--- src/rtl/pcc_pkg.sv ---
package pcc_pkg;

  // strobes from the control to the datapath
  typedef struct packed {
    logic capGain;   // sample gain coefficient this cycle
    logic capOffs;   // sample offset coefficient this cycle
    logic xfer;      // move captured pair to the outputs
    logic selPix;    // take coefficients from the pixel bus
  } strobe_t;

endpackage

--- src/rtl/pcc_ctrl.sv ---
module pcc_ctrl #(
  parameter int PIX_CYC = 4
) (
  input  logic             clk,
  input  logic             rst,
  input  logic             cfgOneBus,
  input  logic             cfgIntClk,
  input  logic             cfgGainEn,
  output pcc_pkg::strobe_t stb,
  output logic             gainStb,
  output logic             offsStb,
  output logic             pixOe,
  output logic             eoc
);
  localparam int CW = (PIX_CYC > 2) ? $clog2(PIX_CYC) : 1;
  localparam logic [CW-1:0] LAST = CW'(PIX_CYC - 1);
  localparam logic [CW-1:0] HALF = CW'(PIX_CYC / 2);

  logic [CW-1:0] phase;
  logic firstHalf, gainRun, offsRun;

  initial begin
    assert (PIX_CYC >= 2 && PIX_CYC % 2 == 0)
      else $error("PIX_CYC must be even and at least 2");
  end

  always_ff @(posedge clk) begin
    if (rst)                phase <= '0;
    else if (phase == LAST) phase <= '0;
    else                    phase <= phase + 1'b1;
  end

  always_comb begin
    firstHalf   = (phase < HALF);
    gainRun     = cfgIntClk & cfgGainEn;
    offsRun     = cfgIntClk & (cfgOneBus ? cfgGainEn : 1'b1);
    stb.capGain = gainRun & (phase == '0);
    stb.capOffs = offsRun & (phase == HALF);
    stb.xfer    = (phase == LAST);
    stb.selPix  = cfgOneBus;
    gainStb     = gainRun & firstHalf;
    offsStb     = cfgIntClk & ~cfgOneBus & ~firstHalf;
    pixOe       = ~(cfgOneBus & (stb.capGain | stb.capOffs));
    eoc         = stb.xfer;
  end

  AST_EOC_SINGLE: assert property (@(posedge clk) disable iff (rst)
    eoc |=> !eoc);
  AST_GAIN_IN_STROBE: assert property (@(posedge clk) disable iff (rst)
    stb.capGain |-> gainStb);
  AST_ONE_BUS_NO_OFFS: assert property (@(posedge clk) disable iff (rst)
    cfgOneBus |-> !offsStb);
  AST_BUS_FREE: assert property (@(posedge clk) disable iff (rst)
    (stb.selPix && (stb.capGain || stb.capOffs)) |-> !pixOe);
  AST_NO_CAP_EXT: assert property (@(posedge clk) disable iff (rst)
    !cfgIntClk |-> !(stb.capGain || stb.capOffs));
endmodule

--- src/rtl/pcc_datapath.sv ---
module pcc_datapath #(
  parameter int BUS_W     = 10,
  parameter int GAIN_FRAC = 8
) (
  input  logic             clk,
  input  logic             rst,
  input  pcc_pkg::strobe_t stb,
  input  logic [BUS_W-1:0] coefBus,
  input  logic [BUS_W-1:0] pixBus,
  output logic [BUS_W-1:0] gainOut,
  output logic [BUS_W-1:0] offsOut
);
  localparam logic [BUS_W-1:0] UNITY = BUS_W'(1) << GAIN_FRAC;

  logic [BUS_W-1:0] srcBus, gainCap, offsCap, gainNext, offsNext;

  always_comb begin
    srcBus   = stb.selPix ? pixBus : coefBus;
    gainNext = stb.capGain ? srcBus : gainCap;
    offsNext = stb.capOffs ? srcBus : offsCap;
  end

  always_ff @(posedge clk) begin
    if (rst) begin
      gainCap <= UNITY;
      offsCap <= '0;
      gainOut <= UNITY;
      offsOut <= '0;
    end else begin
      gainCap <= gainNext;
      offsCap <= offsNext;
      if (stb.xfer) begin
        gainOut <= gainNext;   // bypass: a capture in the transfer cycle goes straight out
        offsOut <= offsNext;
      end
    end
  end

  AST_GAIN_HOLD: assert property (@(posedge clk) disable iff (rst)
    !stb.capGain |=> $stable(gainCap));
  AST_OFFS_HOLD: assert property (@(posedge clk) disable iff (rst)
    !stb.capOffs |=> $stable(offsCap));
  AST_OUT_HOLD: assert property (@(posedge clk) disable iff (rst)
    !stb.xfer |=> ($stable(gainOut) && $stable(offsOut)));
  AST_XFER_FRESH: assert property (@(posedge clk) disable iff (rst)
    stb.xfer |=> (gainOut == gainCap && offsOut == offsCap));
endmodule

--- src/rtl/pix_coef_capture.sv ---
module pix_coef_capture #(
  parameter int PIX_CYC   = 4,
  parameter int BUS_W     = 10,
  parameter int GAIN_FRAC = 8
) (
  input  logic             clk,
  input  logic             rst,
  input  logic             cfgOneBus,
  input  logic             cfgIntClk,
  input  logic             cfgGainEn,
  input  logic [BUS_W-1:0] coefBus,
  input  logic [BUS_W-1:0] pixBus,
  output logic             gainStb,
  output logic             offsStb,
  output logic             pixOe,
  output logic             eoc,
  output logic [BUS_W-1:0] gainOut,
  output logic [BUS_W-1:0] offsOut
);
  pcc_pkg::strobe_t stb;

  pcc_ctrl #(.PIX_CYC(PIX_CYC)) i_ctrl (
    .clk(clk), .rst(rst),
    .cfgOneBus(cfgOneBus), .cfgIntClk(cfgIntClk), .cfgGainEn(cfgGainEn),
    .stb(stb), .gainStb(gainStb), .offsStb(offsStb), .pixOe(pixOe), .eoc(eoc)
  );

  pcc_datapath #(.BUS_W(BUS_W), .GAIN_FRAC(GAIN_FRAC)) i_dp (
    .clk(clk), .rst(rst), .stb(stb),
    .coefBus(coefBus), .pixBus(pixBus),
    .gainOut(gainOut), .offsOut(offsOut)
  );
endmodule

--- config.mk ---
export PLATFORM = sky130hd
export DESIGN_NAME = pix_coef_capture
export DESIGN_NICKNAME = d
export VERILOG_FILES = /design/src/rtl/pcc_pkg.sv /design/src/rtl/pcc_ctrl.sv /design/src/rtl/pcc_datapath.sv /design/src/rtl/pix_coef_capture.sv
export SDC_FILE = /design/constraint.sdc
export NUM_CORES = 1
export LEC_CHECK = 0
export ABC_AREA = 0
export BUFFER_PORTS_ARGS = -buffer_cell sky130_fd_sc_hd__buf_2
export CAP_MARGIN = 20
export CORE_ASPECT_RATIO = 1.1
export CORE_MARGIN = 5
export CORE_UTILIZATION = 50
export DETAILED_ROUTE_END_ITERATION = 10
export GPL_TIMING_DRIVEN = 0
export HOLD_SLACK_MARGIN = 0.03
export PLACE_DENSITY = 0.76
export SYNTH_ARGS = -nofsm -noshare
export SYNTH_HDL_FRONTEND = slang
export SYNTH_SLANG_ARGS = --single-unit
--- constraint.sdc ---
create_clock -name clk -period 2.3 [get_ports clk]
set_clock_uncertainty 0.05 [all_clocks]
set_input_delay 0.23 -clock clk [delete_from_list [all_inputs] [get_ports clk]]
set_output_delay 0.23 -clock clk [all_outputs]
set_load 0.05 [all_outputs]
# After elaboration in Yosys (flattened, before gate mapping)
# Cells that the tools add are included.
[totals] register_bits=42 latch_bits=0 mem_bits_rw=0 rom_bits=0 in_bits=25 out_inout_bits=24 elab_cells=27 mem_count=0
[classes] add_sub_neg=1 mul=0 n_div=0 n_lt_le_gt_ge=1 n_eq_ne=2 shift=0 n_mux=4 bitwise=12 reduce_logical=2
[op_table] op="10-bit 2-to-1 mux" count=3
[op_table] op="1-bit AND" count=8
[op_table] op="2-bit equality test (second input constant)" count=2
[op_table] op="1-bit NOT" count=3
[op_table] op="2-bit by 1-bit adder with 2-bit output (second input constant)" count=1
[op_table] op="2-bit zero test" count=1
[op_table] op="2-bit less-than comparator (second input constant)" count=1
[op_table] op="2-bit OR reduction" count=1
[op_table] op="1-bit 2-to-1 mux" count=1
[op_table] op="1-bit OR" count=1

# Logic depth before layout (Yosys ltp)
# Gate-level depths: netlist (run 1).
[depth] word_depth=6 ltp_mapped=8

# Cells and area by module
# From an unflattened synthesis (run 1), not the netlist that was laid out.
[unflattened] hier_cells=191 area_unflattened_um2=1973.1
[by_module_without_submodules] module="pcc_datapath" instances=1 cells_each=172 area_per_inst_um2=1815.5 seq_area_each_um2=800.8
[by_module_without_submodules] module="pcc_ctrl" instances=1 cells_each=19 area_per_inst_um2=157.7 seq_area_each_um2=40.0

# Worst setup path after synthesis (run 1)
# OpenSTA, ideal clock, no wires.
[synth_timing] kind="register to output" from="reg i_ctrl.phase[0]" to="out pixOe" t_arrival_ps=1634 setup_slack_ps=386 stages_incl_launch_ff=9 n_path_buf=3 path_cell_list="dfxtp_1 -> inv_1 -> ha_1 -> buf_2 -> nand3_1 -> buf_2 -> buf_2 -> o21ai_0 -> nand2_1"
[synth_via] elab_chain_len=5 word_cells_on_any_way=7 classes_between="eq/ne (1); bitwise (5); reduce/logical (1)"
[synth_lines] item="start: declaration" line_no="pcc_ctrl.sv:19" text="logic [CW-1:0] phase;"
[synth_lines] item="start signal: assignment" line_no="pcc_ctrl.sv:30" text="else phase <= phase + 1'b1;"
[synth_lines] item="2-bit equality test / 2-bit zero test (equally long branches)" line_no="pcc_ctrl.sv:38, pcc_ctrl.sv:37"
[synth_lines] item="1-bit AND (on tied branches)" line_no="pcc_ctrl.sv:38, pcc_ctrl.sv:37"
[synth_lines] item="1-bit OR *" line_no="pcc_ctrl.sv:43" text="pixOe = ~(cfgOneBus & (stb.capGain | stb.capOffs));"
[synth_lines] item="1-bit AND *" line_no="pcc_ctrl.sv:43"
[synth_lines] item="1-bit NOT *" line_no="pcc_ctrl.sv:43"
[synth_lines] item="end: declaration" line_no="pix_coef_capture.sv:15" text="output logic pixOe,"
# Every way passes the cells marked *; elsewhere a longest branch is shown, timed or not.

# Final worst setup path (run 1)
# Ends and elaborated chain as after synthesis.

==> qor.yml, run 1 <==
grt_pass1_wl_um: 8580
finalCritPeriodShare: 0.918
drt_wl_total_um: 5140
maxCapViolations: 0
relSlewSlack: 0.624
cts.path.max_buffers: 2
drc: 0
cp-end-kind: "primary output"
synth.avg_cell_area_um2: 9.22
grt_usage: 0.205
post-cts-setup-buffer-count: 0
path_class: "flop to primary output"
slew_viol_final: 0
clk_pin_slew_worst_paths_ns: 0.09
cts.htree.levels: 2
wl_per_cell_um: 16.1
rr_startpoint: "i_ctrl.phase[0]$_SDFF_PP0_"
slowest_stage: "dfxtp_1"
cp.required_ns: 2.02
grt_pass1_vias: 1825
start_util: 0.507
synth_edf_count: 0
min_period_ns: 2.11
cp_top_family: "buffers and inverters"
synth_seq_area_share: 0.428
grt-ovfl-total: 0
async_flop_share: 0
clock-root-buffer: "clkbuf_8"
synth.ff_latch_count: 42
core_um2: 3870
die_w_um: 69.8
hp-start: "rst"
first_pass_iters: 4
drive_above_1_share: 0.296
via_count: 1874
cp.arrival_ns: 1.83
ant_nets: 0
synth_flop_cell: "dfxtp_1"
multi_input_area_um2: 980
crit_chain: "inv_1, ha_1, buf_2, nand3_1, buf_6, o21ai_0, nand2_1, buf_4"
dieArea_um2: 5280
gp_congestion: 0.838
die_h_um: 75.7
syn_area_um2: 1960
regArea_um2: 841
top_usage_layer: "met2"
nFillCells: 366
antenna_found_initial: 0
fmax_mhz: 474
worstHoldPathType: "input port to flop"
reg2reg_to: "i_dp.offsOut[1]$_SDFFE_PP0P_"
worst-path-buf-inv: 4
synth_cell_types: 28
hold_end: "i_dp.offsOut[3]$_SDFFE_PP0P_"
io_pins: 49
ir_worst_vdd_v: 0.000431
power.leakage_nw: 0.949
portBuffers: 48
final_nets: 294
rr_worst_depth: 6
syn-instance-count: 213
grt_util_met2: 0.367
hold_violations: 0
rows: 24
met3_usage: 0.0462
tns_ns: 0
dp_hpwl_um: 3630
cts_buffers: 5
initialDrtViolationCount: 142
viasPerCell: 5.87
cts_tree: "built"
yosysWarnings: 0
grt_use_met1: 0.236
start_kind: "flop"
outcome: "completed"
mappedNetlistNets: 241
clock_latency_ns: 0.31
areaGrowthSynthToFinish_pct: 21.1
clock-sinks: 42
r2r_setup_slack_ns: 0.45
setup_viol: 0
n_antenna_cell: 0
worstMarginPinSlew_ns: 0.565
whs_ns: 0.209
pwr_density_cell_nw_per_um2: 692
max_stage_delay_ns: 0.36
worst-path-max-fanout: 19
rsz0062_at_grt: "no"
holdPathStages: 2
grt_max_degree: 20
==> layout by cell type (no fill, tap or decap), types with 2 or more instances in the layout <==
| cell | Yosys | layout |
|---|---|---|
| ha_1 | 3 | 3 |
| nand2b_1 | 11 | 11 |
| mux2_2 | 10 | 10 |
| a31o_2 | 9 | 9 |
| a21oi_1 | 19 | 19 |
| o21ai_0 | 11 | 11 |
| buf_2 | 4 | 49 |
| nand2_1 | 3 | 3 |
| buf_1 | 2 | 2 |
| o211a_1 | 9 | 9 |
| o211ai_1 | 10 | 10 |
| inv_1 | 12 | 12 |
| nor2b_1 | 3 | 3 |
| dfxtp_1 | 42 | 42 |
| o311ai_0 | 10 | 10 |
| nand3_1 | 11 | 11 |
| clkbuf_8 | 0 | 5 |
| nand4_1 | 10 | 10 |
| o2111ai_1 | 9 | 9 |
| buf_4 | 1 | 2 |
| clkbuf_1 | 16 | 16 |
==> logic make-up after synthesis <==
kind of cell / share of synthesized area
simple gates: 0.125
fa+ha+maj: 0.0191
compound gates: 0.290
buf+inv: 0.0732
flops: 0.428
mux: 0.0650
==> worst max path at each step <==
stage,startpoint,to,slack [ns],cells after the start
6_report,i_ctrl.phase[0]$_SDFF_PP0_,pixOe,0.19,8
5_1_grt,i_ctrl.phase[0]$_SDFF_PP0_,pixOe,0.03,8
4_1_cts,i_ctrl.phase[0]$_SDFF_PP0_,pixOe,0.04,8
3_5_place_dp,i_ctrl.phase[0]$_SDFF_PP0_,pixOe,0.19,9
3_3_place_gp,i_ctrl.phase[0]$_SDFF_PP0_,pixOe,0.20,9
2_1_floorplan,i_ctrl.phase[0]$_SDFF_PP0_,pixOe,0.39,8
==> cell type report <==
cell class	count	area share
buffer	21	0.0389
inverter	13	0.0205
multi-input combinational	135	0.412
timing repair buffer	48	0.102
tap	52	0.0273
sequential	42	0.353
clock buffer	6	0.0305
clock inverter	2	0.0158
==> through the flow <==
stage	cells	total power, mW	instance area, um^2	util	setup WS (ns)
floorplan	213	0.987	1960	-	0.386
finish	319	1.65	2380	0.614	0.189
global route	319	1.71	2380	0.614	0.0265
CTS	320	1.64	2380	0.614	0.0352
detailed placement	313	1.07	2270	0.586	0.190
global placement	313	1.07	2270	0.586	0.196
==> per-layer routing <==
layer  vias to the layer above  part of all wire
met5                         -                 0
met4                         0             0.017
met3                         9             0.063
met2                        73              0.52
met1                       888              0.40
li1                        904                 -
==> cells in the mapped netlist (9+ instances only) <==
library cell  number  area (um^2)
dfxtp_1           42          841
a21oi_1           19         95.1
clkbuf_1          16         60.1
inv_1             12         45.0
nand2b_1          11         68.8
nand3_1           11         55.1
o21ai_0           11         55.1
mux2_2            10          113
nand4_1           10         62.6
o211ai_1          10         75.1
o311ai_0          10         87.6
a31o_2             9         78.8
o2111ai_1          9         78.8
o211a_1            9         90.1
==> power by group <==
| part | switching, mW | total (mW) | internal (mW) |
|---|---|---|---|
| Clock | 0.266 | 0.590 | 0.324 |
| Sequential | 0.0130 | 0.770 | 0.757 |
| Combinational | 0.183 | 0.286 | 0.103 |
==> sequential cells by signal, indices dropped and copies added, names as in the netlist <==
register and flops:
i_dp.offsCap 10, i_dp.gainCap 10, i_ctrl.phase 2, i_dp.gainOut 10, i_dp.offsOut 10
==> what timing repair did <==
action	4_1_cts	5_1_grt
resized for setup	1	3
cloned	0	0
hold buffers	0	0
endpoints found under the setup margin	1	1
==> worst reg2reg max path, stage by stage (launching register included) <==
cell and delay [ns]:
dfxtp_1 0.36, inv_1 0.08, ha_1 0.21, nand2_1 0.30, clkbuf_1 0.41, o2111ai_1 0.22, o311ai_0 0.13
(Power assumes the default switching activity.)
==> run 2: changes to the inputs <==
==> constraint.sdc (replaced) <==
create_clock -name clk -period 2.22 [get_ports clk]
set_clock_uncertainty 0.05 [all_clocks]
set_input_delay 0.222 -clock clk [delete_from_list [all_inputs] [get_ports clk]]
set_output_delay 0.222 -clock clk [all_outputs]
set_load 0.05 [all_outputs]
==> qor.yml, run 2 (synthesis gave the netlist of run 1 again) <==
layout_common_cells: "buf_2 (49), dfxtp_1 (42), a21oi_1 (19)"
die_w_um: 69.8
core_um2: 3870
rows: 24
cts.htree.levels: 2
grt_use_met1: 0.241
ant_nets: 0
placed_cells: 313
nFillCells: 364
start_kind: "flop"
min_period_ns: 2.01
clock-sinks: 42
dieArea_um2: 5280
rsz0062_at_grt: "no"
instances_no_fill: 321
initialDrtViolationCount: 207
slew_viol_final: 0
internal_power_mw: 1.23
worst-path-buf-inv: 4
worst_slack_ns: 0.208
drc: 0
tns_ns: 0
p_switching_mw: 0.481
cp.required_ns: 1.95
cts_buffers: 5
final_area_um2: 2390
viasPerCell: 5.89
start_util: 0.507
n_antenna_cell: 0
relSlewSlack: 0.622
power.leakage_nw: 0.958
grt-ovfl-total: 0
dp_hpwl_um: 3630
drive_above_1_share: 0.301
place_ws_ns: 0.118
portBuffers: 48
final_common_cell: "buf_2"
cp-end-kind: "primary output"
fmax_mhz: 497
die_h_um: 75.7
worstHoldPathType: "input port to flop"
io_pins: 49
pwr-share-clk: 0.358
areaGrowthSynthToFinish_pct: 21.9
worstMarginPinSlew_ns: 0.567
wl_per_cell_um: 16.1
cp_top_family: "buffers and inverters"
gp_congestion: 0.838
combPwrFrac: 0.176
grt_util_met2: 0.364
drt_wl_total_um: 5180
pwr-share-seq: 0.466
clock_latency_ns: 0.31
clock-root-buffer: "clkbuf_8"
final_nets: 296
crit_chain: "inv_1, ha_1, buf_2, nand3_1, buf_6, o21ai_0, nand2_1, buf_4"
cts_tree: "built"
met3_usage: 0.0396
postCtsHoldBufs: 0
setup_viol: 0
outcome: "completed"
grt_pass1_wl_um: 8570
clk_pin_slew_worst_paths_ns: 0.09
power_mw: 1.71
utilization: 0.618
ir_worst_vdd_v: 0.000453
cp.arrival_ns: 1.74
first_pass_iters: 4
postPlaceCellArea_um2: 2270
grt_max_degree: 20
whs_ns: 0.202
antenna_found_initial: 0
hold_violations: 0
maxCapViolations: 0
slowest_stage: "dfxtp_1"
grt_usage: 0.205
top_usage_layer: "met2"
max_stage_delay_ns: 0.36
p_sw_frac: 0.281
path_class: "flop to primary output"
cts.path.max_buffers: 2
grt_pass1_vias: 1820
via_count: 1890
finalCritPeriodShare: 0.906
worst-path-max-fanout: 10
pwr_density_cell_nw_per_um2: 715
run 2: changes by cell type in the layout (fill, tap and decap cells not counted), sizes merged:
cell	before	now
buf	54	56
run 2: timing repair:
item                                    CTS  global route
endpoints found under the setup margin    1             1
buffers inserted                          0             2
resized for setup                         2             1
run 2: layer usage:
metal  routed length [um]  vias up
li1                     -      910
met1                 2140      910
met2                 2640       54
met3                  265       16
met4                  131        0
met5                    0        -
run 2: cell type report:
cell class	instances	area, um^2	area share
multi-input combinational	135	980	0.409
sequential	42	841	0.351
inverter	13	48.8	0.0204
tap	52	65.1	0.0272
timing repair buffer	50	258	0.108
clock buffer	6	72.6	0.0303
buffer	21	92.6	0.0387
clock inverter	2	37.5	0.0157
run 2: path summary, 6_finish.rpt:
| kind | slack, ns | to | cells after the start | start |
|---|---|---|---|---|
| max | 0.21 | pixOe | 8 | i_ctrl.phase[0]$_SDFF_PP0_ |
| min | 0.20 | i_dp.offsOut[3]$_SDFFE_PP0P_ | 2 | rst |
| max reg2reg | 0.37 | i_dp.offsOut[1]$_SDFFE_PP0P_ | 6 | i_ctrl.phase[0]$_SDFF_PP0_ |
| min reg2reg | 0.41 | i_ctrl.phase[0]$_SDFF_PP0_ | 1 | i_ctrl.phase[0]$_SDFF_PP0_ |
run 2: power groups by stage:
stage / logic (mW) / registers (mW) / clock network (mW)
3_3_place_gp: 0.291 / 0.814 / 0
3_5_place_dp: 0.294 / 0.816 / 0
4_1_cts: 0.295 / 0.798 / 0.610
6_report: 0.301 / 0.798 / 0.613
2_1_floorplan: 0.187 / 0.836 / 0
5_1_grt: 0.328 / 0.801 / 0.649
==> run 3: changes to the inputs <==
--- a/config.mk
+++ b/config.mk
@@ -5,7 +5,7 @@
 export SDC_FILE = /design/constraint.sdc
 export NUM_CORES = 1
 export LEC_CHECK = 0
-export ABC_AREA = 0
+export ABC_AREA = 1
 export BUFFER_PORTS_ARGS = -buffer_cell sky130_fd_sc_hd__buf_2
 export CAP_MARGIN = 20
 export CORE_ASPECT_RATIO = 1.1
==> constraint.sdc (replaced) <==
create_clock -name clk -period 2.22 [get_ports clk]
set_clock_uncertainty 0.05 [all_clocks]
set_input_delay 0.222 -clock clk [delete_from_list [all_inputs] [get_ports clk]]
set_output_delay 0.222 -clock clk [all_outputs]
set_load 0.01 [all_outputs]
==> qor.yml, run 3 <==
post-cts-setup-buffer-count: 0
placed_cells: 371
fmax_mhz: 552
syn_area_um2: 1830
mappedNetlistNets: 302
synth.ff_latch_count: 42
cts_buffers: 5
maxCapViolations: 0
antenna_found_initial: 0
die_w_um: 67.8
relSlewSlack: 0.688
grt_max_degree: 14
grt_pass1_vias: 1550
holdPathStages: 2
yosys.cell_count.top_type: "nand2_1"
cp-end-kind: "primary output"
clk_pin_slew_worst_paths_ns: 0.08
cp.required_ns: 1.95
cts_tree: "built"
drc: 0
yosysWarnings: 0
clock-sinks: 42
p_sw_frac: 0.280
cts.path.max_buffers: 2
instances_no_fill: 379
min_period_ns: 1.81
via_count: 1695
path_class: "flop to primary output"
hp-start: "rst"
hold_violations: 0
start_util: 0.510
die_h_um: 73.5
async_flop_share: 0
p_switching_mw: 0.449
outcome: "completed"
combPwrFrac: 0.168
rsz0062_at_grt: "no"
pwr-share-seq: 0.513
top_usage_layer: "met2"
clock_latency_ns: 0.30
initialDrtViolationCount: 83
pwr_density_cell_nw_per_um2: 720
worst-path-max-fanout: 10
netlist.area_leader.share: 0.458
synth_seq_area_share: 0.458
synth.area.top_cells: "dfxtp_1 (46%), nand2_1 (17%), inv_1 (11%)"
rr_startpoint: "i_ctrl.phase[0]$_SDFF_PP0_"
core_um2: 3600
power.leakage_nw: 1.27
areaGrowthSynthToFinish_pct: 21.4
slew_viol_final: 0
nFillCells: 342
r2r_setup_slack_ns: 0.74
worstHoldPathType: "input port to flop"
ir_worst_vdd_v: 0.000510
final_common_cell: "nand2_1"
post-synth-top-area-cell: "dfxtp_1"
internal_power_mw: 1.16
synth.avg_cell_area_um2: 6.69
io_pins: 49
drive_above_1_share: 0.201
rr_worst_depth: 7
grt-ovfl-total: 0
n_antenna_cell: 0
hold_end: "i_dp.offsOut[6]$_SDFFE_PP0P_"
layout_common_cells: "nand2_1 (83), inv_1 (56), buf_2 (52)"
gp_congestion: 0.805
drt_wl_total_um: 4030
synth_flop_cell: "dfxtp_1"
pwr-share-clk: 0.319
portBuffers: 47
dieArea_um2: 4980
worstMarginPinSlew_ns: 0.469
wl_per_cell_um: 10.6
ctsResizeCount: 0
finalCritPeriodShare: 0.816
clock-root-buffer: "clkbuf_8"
setup_viol: 0
met3_usage: 0.0336
ys_top_cells_by_count: "nand2_1 (83), inv_1 (56), dfxtp_1 (42)"
power_mw: 1.60
ant_nets: 0
dp_hpwl_um: 2990
viasPerCell: 4.47
final_nets: 356
syn-instance-count: 274
grt_util_met2: 0.280
synth_edf_count: 0
start_kind: "flop"
cts.htree.levels: 2
cp.arrival_ns: 1.54
reg2reg_to: "i_dp.gainOut[7]$_SDFFE_PP0P_"
grt_usage: 0.175
first_pass_iters: 4
synth_cell_types: 17
postCtsHoldBufs: 0
grt_pass1_wl_um: 6600
rows: 23
tns_ns: 0
grt_use_met1: 0.219
-- run 3: cell types whose count changed in the layout (fill, tap and decap cells not counted), sizes merged, moves of 12 or more --
cell | previous run | this run
nand2 | 3 | 84
nand3 | 11 | 32
nor2 | 1 | 23
inv | 12 | 57
clkbuf | 21 | 9
-- run 3: kinds of logic (layout without fill, tap and decap cells) --
logic type,Yosys count,in the layout,synth area share
AO/OA/AOI/OAI,20,20,0.0546
adder cells (fa/ha/maj),3,3,0.0205
flip-flops,42,42,0.458
AND/OR/NAND/NOR,140,140,0.314
buffers and inverters,69,124,0.153
-- run 3: worst max path at each step --
stage                          startpoint    end  slack [ns]
2_1_floorplan  i_ctrl.phase[1]$_SDFF_PP0_  pixOe        0.95
3_3_place_gp   i_ctrl.phase[1]$_SDFF_PP0_  pixOe        0.75
3_5_place_dp   i_ctrl.phase[0]$_SDFF_PP0_  pixOe        0.73
4_1_cts        i_ctrl.phase[0]$_SDFF_PP0_  pixOe        0.39
5_1_grt        i_ctrl.phase[1]$_SDFF_PP0_  pixOe        0.28
6_report       i_ctrl.phase[0]$_SDFF_PP0_  pixOe        0.41
-- run 3: per-stage QoR --
stage / instance area, um^2 / hold WS, ns / utilization / worst slack [ns]
2_1_floorplan: 1830 / 0.367 / - / 0.946
3_3_place_gp: 2130 / 0.381 / 0.593 / 0.754
3_5_place_dp: 2130 / 0.401 / 0.593 / 0.728
4_1_cts: 2230 / 0.150 / 0.619 / 0.390
5_1_grt: 2230 / 0.165 / 0.619 / 0.280
6_report: 2230 / 0.148 / 0.619 / 0.409
-- run 3: worst max-delay path: stages (launching register included) --
cell     delay [ns]
dfxtp_1        0.36
inv_1          0.07
ha_1           0.21
nand3_2        0.11
buf_2          0.22
nand2_1        0.08
nand2_1        0.06
buf_2          0.13
-- run 3: area by class of cell --
type | instances | area [um^2] | area share
tap | 50 | 62.6 | 0.0281
multi-input combinational | 163 | 713 | 0.320
timing repair buffer | 47 | 235 | 0.106
inverter | 58 | 218 | 0.0978
sequential | 42 | 841 | 0.378
clock buffer | 6 | 82.6 | 0.0371
clock inverter | 2 | 12.5 | 0.00562
buffer | 11 | 62.6 | 0.0281
-- run 3: power groups by stage --
stage	Sequential, mW	Combinational (mW)	Clock (mW)
4_1_cts	0.823	0.272	0.520
2_1_floorplan	0.849	0.171	0
6_report	0.823	0.269	0.512
3_3_place_gp	0.840	0.263	0
3_5_place_dp	0.841	0.270	0
5_1_grt	0.830	0.310	0.548
-- run 3: per-layer routing --
layer | routed length, um | part of all wire
met1 | 1850 | 0.46
met2 | 1850 | 0.46
met4 | 76 | 0.019
met5 | 0 | 0
met3 | 257 | 0.064
